$ cat src/rtl/cfp_pkg.sv
package cfp_pkg;
  localparam logic [2:0] ADDR_DATA  = 3'd0;
  localparam logic [2:0] ADDR_CTRL  = 3'd1;
  localparam logic [2:0] ADDR_TXCNT = 3'd2;
  localparam logic [2:0] ADDR_RXCNT = 3'd3;
  localparam logic [2:0] ADDR_TXTHR = 3'd4;
  localparam logic [2:0] ADDR_RXTHR = 3'd5;
  localparam logic [2:0] ADDR_PEND  = 3'd6;
  localparam logic [2:0] ADDR_IEN   = 3'd7;

  typedef struct packed {
    logic af;
    logic ae;
    logic full;
    logic empty;
  } fifo_flags_t;

  // flags of an empty FIFO with threshold < depth
  localparam fifo_flags_t FLAGS_RST = '{af: 1'b0, ae: 1'b1, full: 1'b0, empty: 1'b1};
endpackage

$ cat src/rtl/cfp_fifo.sv
module cfp_fifo #(
  parameter int DW    = 8,
  parameter int DEPTH = 256,
  localparam int AW   = $clog2(DEPTH),
  localparam int CW   = AW + 1
) (
  input  logic          clk_i,
  input  logic          rst_ni,
  input  logic          clr_i,
  input  logic          push_i,
  input  logic [DW-1:0] wdata_i,
  input  logic          pop_i,
  output logic [DW-1:0] head_o,
  output logic [CW-1:0] cnt_o
);
  logic [DW-1:0] mem [DEPTH];
  logic [AW-1:0] wr_ptr, rd_ptr;
  logic [CW-1:0] cnt;
  logic          do_push, do_pop;

  // fullness judged on the pre-pop count
  assign do_push = push_i && !clr_i && (cnt != CW'(DEPTH));
  assign do_pop  = pop_i  && !clr_i && (cnt != '0);

  always_ff @(posedge clk_i or negedge rst_ni) begin
    if (!rst_ni) begin
      wr_ptr <= '0;
      rd_ptr <= '0;
      cnt    <= '0;
    end else if (clr_i) begin
      wr_ptr <= '0;
      rd_ptr <= '0;
      cnt    <= '0;
    end else begin
      if (do_push) wr_ptr <= wr_ptr + 1'b1;
      if (do_pop)  rd_ptr <= rd_ptr + 1'b1;
      case ({do_push, do_pop})
        2'b10:   cnt <= cnt + 1'b1;
        2'b01:   cnt <= cnt - 1'b1;
        default: cnt <= cnt;
      endcase
    end
  end

  always_ff @(posedge clk_i) begin
    if (do_push) mem[wr_ptr] <= wdata_i;
  end

  assign head_o = mem[rd_ptr];
  assign cnt_o  = cnt;
endmodule

$ cat src/rtl/cfp_flags.sv
module cfp_flags
  import cfp_pkg::*;
#(
  parameter int DEPTH = 256,
  localparam int AW   = $clog2(DEPTH),
  localparam int CW   = AW + 1
) (
  input  logic [CW-1:0] cnt_i,
  input  logic [AW-1:0] ae_thr_i,
  input  logic [AW-1:0] af_thr_i,
  output fifo_flags_t   flags_o
);
  logic [CW-1:0] af_level;
  assign af_level = CW'(DEPTH) - {1'b0, af_thr_i};

  always_comb begin
    flags_o.empty = (cnt_i == '0);
    flags_o.full  = (cnt_i == CW'(DEPTH));
    flags_o.ae    = (cnt_i <= {1'b0, ae_thr_i});
    flags_o.af    = (cnt_i >= af_level);
  end
endmodule

$ cat src/rtl/cfp_irq.sv
module cfp_irq #(
  parameter int           N       = 8,
  parameter logic [N-1:0] PREV_RST = '0
) (
  input  logic         clk_i,
  input  logic         rst_ni,
  input  logic [N-1:0] flags_i,
  input  logic [N-1:0] clr_i,
  input  logic [N-1:0] en_i,
  output logic [N-1:0] pend_o,
  output logic         irq_o
);
  logic [N-1:0] prev_q, pend_q;

  always_ff @(posedge clk_i or negedge rst_ni) begin
    if (!rst_ni) begin
      prev_q <= PREV_RST;
      pend_q <= '0;
    end else begin
      prev_q <= flags_i;
      // new rising edge beats a simultaneous clear
      pend_q <= (pend_q & ~clr_i) | (flags_i & ~prev_q);
    end
  end

  assign pend_o = pend_q;
  assign irq_o  = |(pend_q & en_i);
endmodule

$ cat src/rtl/chan_fifo_pair.sv
module chan_fifo_pair
  import cfp_pkg::*;
#(
  parameter int DW    = 8,
  parameter int DEPTH = 256,
  parameter int BW    = 16,
  localparam int AW   = $clog2(DEPTH),
  localparam int CW   = AW + 1,
  localparam int NF   = 8
) (
  input  logic          clk_i,
  input  logic          rst_ni,
  input  logic          bus_wr_i,
  input  logic          bus_rd_i,
  input  logic [2:0]    bus_addr_i,
  input  logic [BW-1:0] bus_wdata_i,
  output logic [BW-1:0] bus_rdata_o,
  input  logic          tx_pop_i,
  output logic          tx_valid_o,
  output logic [DW-1:0] tx_data_o,
  input  logic          rx_push_i,
  input  logic [DW-1:0] rx_data_i,
  output logic          irq_o
);
  localparam logic [AW-1:0] THR_RST = AW'(DEPTH / 16);

  logic          wr_data, rd_data, wr_ctrl;
  logic          tx_clr, rx_clr;
  logic [CW-1:0] tx_cnt, rx_cnt;
  logic [DW-1:0] tx_head, rx_head;
  logic [AW-1:0] tx_ae_q, tx_af_q, rx_ae_q, rx_af_q;
  logic [NF-1:0] ien_q, pend, pend_clr;
  fifo_flags_t   tx_flags, rx_flags;
  logic [NF-1:0] all_flags;

  assign wr_data = bus_wr_i && (bus_addr_i == ADDR_DATA);
  assign rd_data = bus_rd_i && (bus_addr_i == ADDR_DATA);
  assign wr_ctrl = bus_wr_i && (bus_addr_i == ADDR_CTRL);
  assign tx_clr  = wr_ctrl && bus_wdata_i[0];
  assign rx_clr  = wr_ctrl && bus_wdata_i[1];

  cfp_fifo #(.DW(DW), .DEPTH(DEPTH)) u_tx_fifo (
    .clk_i, .rst_ni, .clr_i(tx_clr),
    .push_i(wr_data), .wdata_i(bus_wdata_i[DW-1:0]),
    .pop_i(tx_pop_i), .head_o(tx_head), .cnt_o(tx_cnt)
  );

  cfp_fifo #(.DW(DW), .DEPTH(DEPTH)) u_rx_fifo (
    .clk_i, .rst_ni, .clr_i(rx_clr),
    .push_i(rx_push_i), .wdata_i(rx_data_i),
    .pop_i(rd_data), .head_o(rx_head), .cnt_o(rx_cnt)
  );

  cfp_flags #(.DEPTH(DEPTH)) u_tx_flags (
    .cnt_i(tx_cnt), .ae_thr_i(tx_ae_q), .af_thr_i(tx_af_q), .flags_o(tx_flags)
  );

  cfp_flags #(.DEPTH(DEPTH)) u_rx_flags (
    .cnt_i(rx_cnt), .ae_thr_i(rx_ae_q), .af_thr_i(rx_af_q), .flags_o(rx_flags)
  );

  assign all_flags = {rx_flags, tx_flags};
  assign pend_clr  = (bus_wr_i && bus_addr_i == ADDR_PEND) ? bus_wdata_i[NF-1:0] : '0;

  cfp_irq #(.N(NF), .PREV_RST({FLAGS_RST, FLAGS_RST})) u_irq (
    .clk_i, .rst_ni, .flags_i(all_flags), .clr_i(pend_clr),
    .en_i(ien_q), .pend_o(pend), .irq_o(irq_o)
  );

  always_ff @(posedge clk_i or negedge rst_ni) begin
    if (!rst_ni) begin
      tx_ae_q <= THR_RST;
      tx_af_q <= THR_RST;
      rx_ae_q <= THR_RST;
      rx_af_q <= THR_RST;
      ien_q   <= '0;
    end else if (bus_wr_i) begin
      case (bus_addr_i)
        ADDR_TXTHR: begin
          tx_ae_q <= bus_wdata_i[AW-1:0];
          tx_af_q <= bus_wdata_i[2*AW-1:AW];
        end
        ADDR_RXTHR: begin
          rx_ae_q <= bus_wdata_i[AW-1:0];
          rx_af_q <= bus_wdata_i[2*AW-1:AW];
        end
        ADDR_IEN: ien_q <= bus_wdata_i[NF-1:0];
        default: ;
      endcase
    end
  end

  always_comb begin
    bus_rdata_o = '0;
    case (bus_addr_i)
      ADDR_DATA:  if (rx_cnt != '0) bus_rdata_o[DW-1:0] = rx_head;
      ADDR_CTRL:  bus_rdata_o[NF-1:0] = ~all_flags;
      ADDR_TXCNT: bus_rdata_o[CW-1:0] = tx_cnt;
      ADDR_RXCNT: bus_rdata_o[CW-1:0] = rx_cnt;
      ADDR_TXTHR: bus_rdata_o[2*AW-1:0] = {tx_af_q, tx_ae_q};
      ADDR_RXTHR: bus_rdata_o[2*AW-1:0] = {rx_af_q, rx_ae_q};
      ADDR_PEND:  bus_rdata_o[NF-1:0] = pend;
      ADDR_IEN:   bus_rdata_o[NF-1:0] = ien_q;
      default: ;
    endcase
  end

  assign tx_valid_o = (tx_cnt != '0);
  assign tx_data_o  = tx_head;
endmodule

$ cat config.mk
export PLATFORM = sky130hd
export DESIGN_NAME = chan_fifo_pair
export DESIGN_NICKNAME = d
export VERILOG_FILES = /design/src/rtl/cfp_pkg.sv /design/src/rtl/cfp_fifo.sv /design/src/rtl/cfp_flags.sv /design/src/rtl/cfp_irq.sv /design/src/rtl/chan_fifo_pair.sv
export SDC_FILE = /design/constraint.sdc
export NUM_CORES = 2
export LEC_CHECK = 0
export BUFFER_PORTS_ARGS = -buffer_cell sky130_fd_sc_hd__clkbuf_2
export CAP_MARGIN = 10
export CORE_ASPECT_RATIO = 1.4
export CORE_MARGIN = 3
export CORE_UTILIZATION = 50
export CTS_BUF_LIST = sky130_fd_sc_hd__clkbuf_2 sky130_fd_sc_hd__clkbuf_4 sky130_fd_sc_hd__clkbuf_8
export CTS_CLUSTER_DIAMETER = 80
export DETAILED_ROUTE_END_ITERATION = 8
export GPL_ROUTABILITY_DRIVEN = 1
export MAX_ROUTING_LAYER = met4
export PLACE_DENSITY = 0.63
export SYNTH_ARGS = -nofsm -noshare
export SYNTH_HDL_FRONTEND = slang
export SYNTH_SLANG_ARGS = --single-unit
$ cat constraint.sdc
create_clock -name clk_i -period 3.75 [get_ports clk_i]
set_clock_uncertainty 0.2 [all_clocks]
set_input_delay 0.375 -clock clk_i [delete_from_list [all_inputs] [get_ports clk_i]]
set_output_delay 0.375 -clock clk_i [all_outputs]
set_load 0.02 [all_outputs]
# After elaboration in Yosys (flattened, before gate mapping)
# Memory sizes are Yosys's and may differ from the RTL's.
# Index checks and enable logic that the tools add are counted.
[classes]
add_sub_neg = 10
order_cmp = 4
n_eq_ne = 15
muxes = 21
bitwise = 7
reduce_logical = 31
[op_table]
columns = ["cell", "count"]
rows = [
  ["$mux W8", 10],
  ["$pmux W8 S8", 1],
  ["$pmux W9 S2", 2],
  ["$add A8 B1 Y8 const B", 4],
  ["$and A8 B8 Y8", 3],
  ["$not A8 Y8", 3],
  ["$add A9 B1 Y9 const B", 2],
  ["$eq A9 B9 Y1 const B", 2],
  ["$ge A9 B9 Y1", 2],
  ["$le A9 B8 Y1", 2],
  ["$logic_not A9 Y1", 2],
  ["$mux W9", 2],
  ["$ne A9 B9 Y1 const B", 2],
  ["$reduce_bool A9 Y1", 2],
  ["$sub A9 B1 Y9 const B", 2],
  ["$sub A9 B8 Y9 const A", 2],
  ["$logic_and A1 B1 Y1", 14],
  ["$pmux W7 S2", 1],
  ["$eq A3 B3 Y1 const B", 4],
  ["$or A8 B8 Y8", 1],
  ["$reduce_bool A2 Y1", 4],
  ["$reduce_or A8 Y1", 1],
  ["$eq A3 B2 Y1 const B", 2],
  ["$reduce_and A2 Y1", 3],
  ["8 further kinds", 15],
]
[word_totals]
register_bits = 106
ramBits = 4096
input_bits = 33
n_memories = 2
[memory_table]
columns = ["memory", "words", "width", "rd", "rd_ports_with_merged_regs", "wr", "line_no", "source"]
rows = [
  ["u_rx_fifo.mem", 256, 8, 1, 0, 1, "cfp_fifo.sv:16", "logic [DW-1:0] mem [DEPTH];"],
  ["u_tx_fifo.mem", 256, 8, 1, 0, 1, "cfp_fifo.sv:16", ""],
]

# Depth between registers and ports, before layout
[depth]
depth_word = 9
mapped_depth = 14
mapped_depth_nobuf = 12

# Hierarchy
# A second synthesis with hierarchy kept.
[hier_totals]
hier_cells = 7650
hier_area_um2 = 165557.5
[by_module_without_submodules]
columns = ["mod", "n_inst", "cells_each", "area_each_um2", "seq_area_each_um2"]
rows = [
  ["cfp_fifo", 2, 3607, 80728.7, 62124.6],
  ["chan_fifo_pair", 1, 237, 2414.8, 1006.0],
  ["cfp_flags", 2, 77, 566.8, 0.0],
  ["cfp_irq", 1, 45, 551.8, 405.4],
]

# Worst setup path after synthesis
# Ideal clock, no wire load.
[synth_path]
kind = "reg-to-output"
from = "reg u_tx_fifo.rd_ptr[0]"
to = "out tx_data_o[0]"
arrival_ps = 2958
t_required_ps = 3175
setup_slack_ps = 217
path_stages_with_launch = 8
path_buffers = 2
cell_sequence = "dfrtp_1 clkbuf_1 buf_1 mux4_2 mux4_2 mux4_2 a22oi_1 nand2_1"
[synth_via]
elab_chain_cells = 1
[synth_lines]
columns = ["item", "line_no", "source"]
rows = [
  ["from (decl)", "cfp_fifo.sv:17", "logic [AW-1:0] wr_ptr, rd_ptr;"],
  ["from (signal assigned)", "cfp_fifo.sv:36", "if (do_pop) rd_ptr <= rd_ptr + 1'b1;"],
  ["$mem_v2 Z256 W8", "n/a", ""],
  ["to (decl)", "chan_fifo_pair.sv:20", "output logic [DW-1:0] tx_data_o,"],
]
# No other way between the ends.

# Final worst setup path
[layout_path]
from = "reg u_tx_fifo.rd_ptr[0]"
to = "out tx_data_o[2]"
# Same word-level chain as after synthesis.

==> flow_summary.ini <==
[floorplan]
fp.dieArea_sq_mm = 0.337
die_y_um = 685
std_cell_rows = 248
start_util_pct = 50.4
ios = 59
coreArea_sq_mm = 0.327
dieWidth_um = 491

[routing]
wl_per_cell_um = 31.6
viasPerCell = 6.09
wl_um = 438000
dr.pass1.iters = 6
drt_first_iter_violations = 8536
vias = 84300
drtAntennaViolNets = 0
drc = 0

[place]
port_buffers = 58
place_area_sq_mm = 0.177
place_congestion = 0.907
hpwl_um = 280000
placed_cells = 12600

[layout]
stdcell_area_sq_mm = 0.193
drive_gt1_share_pct = 35.6
final_cell_count_no_fill = 13900
synthToLayoutAreaGrowth_pct = 16.9
nets = 9052

[status]
failed_checks = negative setup slack
status = complete, but fails checks

[logic_synthesis]
synthArstFlopShare_pct = 2.52
synth_warnings = 0
post_synth_inst_count = 7761
synth_cell_type_count = 74
ys.flop_type = edfxtp_1
ys_seq_elements = 4202
syn_area_sq_mm = 0.165
synth.avg_cell_area_sq_um = 21.2
ys_seq_area_share_pct = 76.2
syn_nets = 7842
synth-edff-count = 4096

[worst_setup_path]
path_common_cell = mux4_2
crit_family = multiplexers
crit_chain = buf_12 -> clkbuf_16 -> buf_8 -> mux4_2 -> mux4_2 -> mux4_2 -> a22oi_2 -> buf_4 -> nand2_1 -> buf_2
critPathMaxStageDelay_ps = 560
crit_start = u_tx_fifo.rd_ptr[0]
critPathMaxFanout = 10
end_kind = output pin
r2r_start = u_tx_fifo.cnt_o[2]
criticalPathCategory = flop to output pin
start_kind = flop
crit_arrival_ps = 4450
slowest_stage = mux4_2
crit_buf_inv = 5
cp.required_ps = 3170

[cts]
cts_buffer_depth = 4
clk_latency_ps = 1110
clk_root_buffer_cell = clkbuf_8
clk_pin_slew_ps = 60
cts-buffers-inserted = 630
clock-sinks = 4202
cts_tree = built
htreeDepth = 6

[sta]
slew_violations = 0
post-route-min-period_ps = 5020
worst_slack_ps = -1270
slew_headroom_pct = 22.2
period_share_pct = 134
max_freq_mhz = 199
finalSetupViolations = 16
finalHoldViolCount = 0
max_slew.worst_pin.slew_ps = 1160
rsz0062_at_grt = yes

[hold_path]
hold_class = primary input to flop
hp-start = bus_wdata_i[3]

[grt]
grt_start_max_net_pins = 153
grt_pass1_vias = 87500
track_usage_pct = 26.5
grtUsageMet2_pct = 44.8
grt-busiest-layer = met2
grt_pass1_wl_um = 628000
grt_use_met3_pct = 4.25
antenna_found_initial = 10
grt.met1_usage_pct = 31.8
grt_remaining_overflow = 0

[pwr]
p_per_area_mw_per_mm2 = 684
p_leak_uw = 0.0620
max-vdd-ir-drop_uv = 435

[run]
max_cap_violations = 0
state kept, by name, indices dropped and copies added, names as in the netlist:
signal	cells
ien_q	8
tx_ae_q	8
u_tx_fifo.rd_ptr	8
u_rx_fifo.wr_ptr	8
u_tx_fifo.wr_ptr	8
tx_af_q	8
u_rx_fifo.cnt_o	9
u_tx_fifo.cnt_o	9
u_irq.pend_o	8
u_irq.prev_q	8
u_tx_fifo.mem	2048
u_rx_fifo.mem	2048
rx_ae_q	8
rx_af_q	8
u_rx_fifo.rd_ptr	8
worst paths after layout:
path	end	slack, ps	cells past startpoint
min in group asynchronous	tx_af_q[4]	270	3
worst min register to register	u_irq.pend_o[7]	220	1
worst max-delay path	tx_data_o[2]	-1270	10
worst min-delay path	u_tx_fifo.mem[38][3]	100	2
worst max register to register	u_tx_fifo.mem[250][2]	160	9
max in group asynchronous	u_rx_fifo.rd_ptr[1]	2620	4
worst reg2reg max path: stages (launching register included):
cell and delay, ps:
dfrtp_1 430, or4_4 180, or4_4 140, nor2_2 60, nand2_1 170, nand3_1 250
nor3b_1 680, nand2_2 180, buf_4 240, nor2_1 680
power breakdown:
part / internal (uW) / switching (uW) / leakage (uW)
logic: 20200 / 21900 / 0.0174
registers: 52100 / 479 / 0.0381
clock network: 19600 / 17600 / 0.00648
total: 91900 / 39900 / 0.0620
cells in the mapped netlist, drive strengths merged, types with 8 or more instances:
library cell	instances	area, sq um
or3	15	93.8
nor2	611	2300
xor2	25	219
ha	48	601
nand2	199	749
nor2b	18	113
nor4	10	62.6
o22ai	70	438
edfxtp	4096	123000
and2	10	62.6
nand4	20	125
a22oi	35	263
nand3	44	220
mux2	33	372
o221ai	132	1160
buf	205	1170
clkbuf	255	957
dfstp	8	210
a21o	9	67.6
inv	45	169
and3	8	55.1
or4	12	97.6
a21oi	117	586
xnor2	27	236
dfrtp	98	2450
mux2i	298	2980
o21ai	58	290
nor3	71	355
mux4	1096	24700
routing by layer:
| metal | up-vias | share of wire (%) |
|---|---|---|
| met3 | 950 | 6.7 |
| met4 | 0 | 5.1 |
| met5 | - | 0 |
| met2 | 3675 | 52 |
| met1 | 44800 | 36 |
| li1 | 34900 | - |
logic make-up after synthesis:
logic type               share of synthesized area, %
adder cells (fa/ha/maj)                         0.364
buffers and inverters                            1.40
AO/OA/AOI/OAI                                    2.04
multiplexers                                     17.0
XOR/XNOR                                        0.276
AND/OR/NAND/NOR                                  2.66
flip-flops                                       76.2
layout by cell type (no fill, tap or decap), types with 22 or more instances in the layout:
master	count
o22ai_1	61
o221ai_2	22
mux2_2	33
a21oi_1	102
nand2_2	35
buf_4	705
inv_1	44
buf_6	39
clkinv_1	151
ha_1	48
nand2_1	162
nor2_2	61
clkbuf_8	659
edfxtp_1	4096
mux4_2	1096
buf_12	136
nand3_1	38
clkbuf_4	196
xor2_1	25
nor3_1	51
o221ai_1	110
clkinv_2	67
dfrtp_1	85
dlygate4sd3_1	48
xnor2_1	27
clkinvlp_4	25
o21ai_0	46
clkbuf_2	27
buf_16	35
mux2i_1	289
nor2_1	549
stage by stage:
stage,worst slack [ps],util [%],total power (uW),hold slack (ps),setup TNS [ps]
after floorplan,217,-,76000,-121,0
after global placement,-779,54.1,92200,221,-4080
after detailed placement,-720,54.1,92400,226,-4040
after CTS,-1350,58.4,131000,14.3,-20600
after global routing,-1370,58.9,136000,81.0,-20570
final,-1270,58.9,132000,101,-19110
final cells by class:
cell class / count / area (sq um)
diodes: 13 / 32.5
clock inverters: 283 / 1920
flip-flops and latches: 4202 / 126000
well taps: 4375 / 5470
inverters: 47 / 185
multi-input cells: 3052 / 38000
repair buffers: 1038 / 10900
fillers: 23800 / 134000
clock buffers: 846 / 10400
repair_timing:
action,in CTS,in global routing
hold buffers,49,0
pin swaps,33,56
buffers inserted,25,58
setup endpoints to repair,17,352
endpoints found under the hold margin,2985,0
gates resized for setup,151,211
gates cloned,12,14
Power figures use the tool's default switching activity.
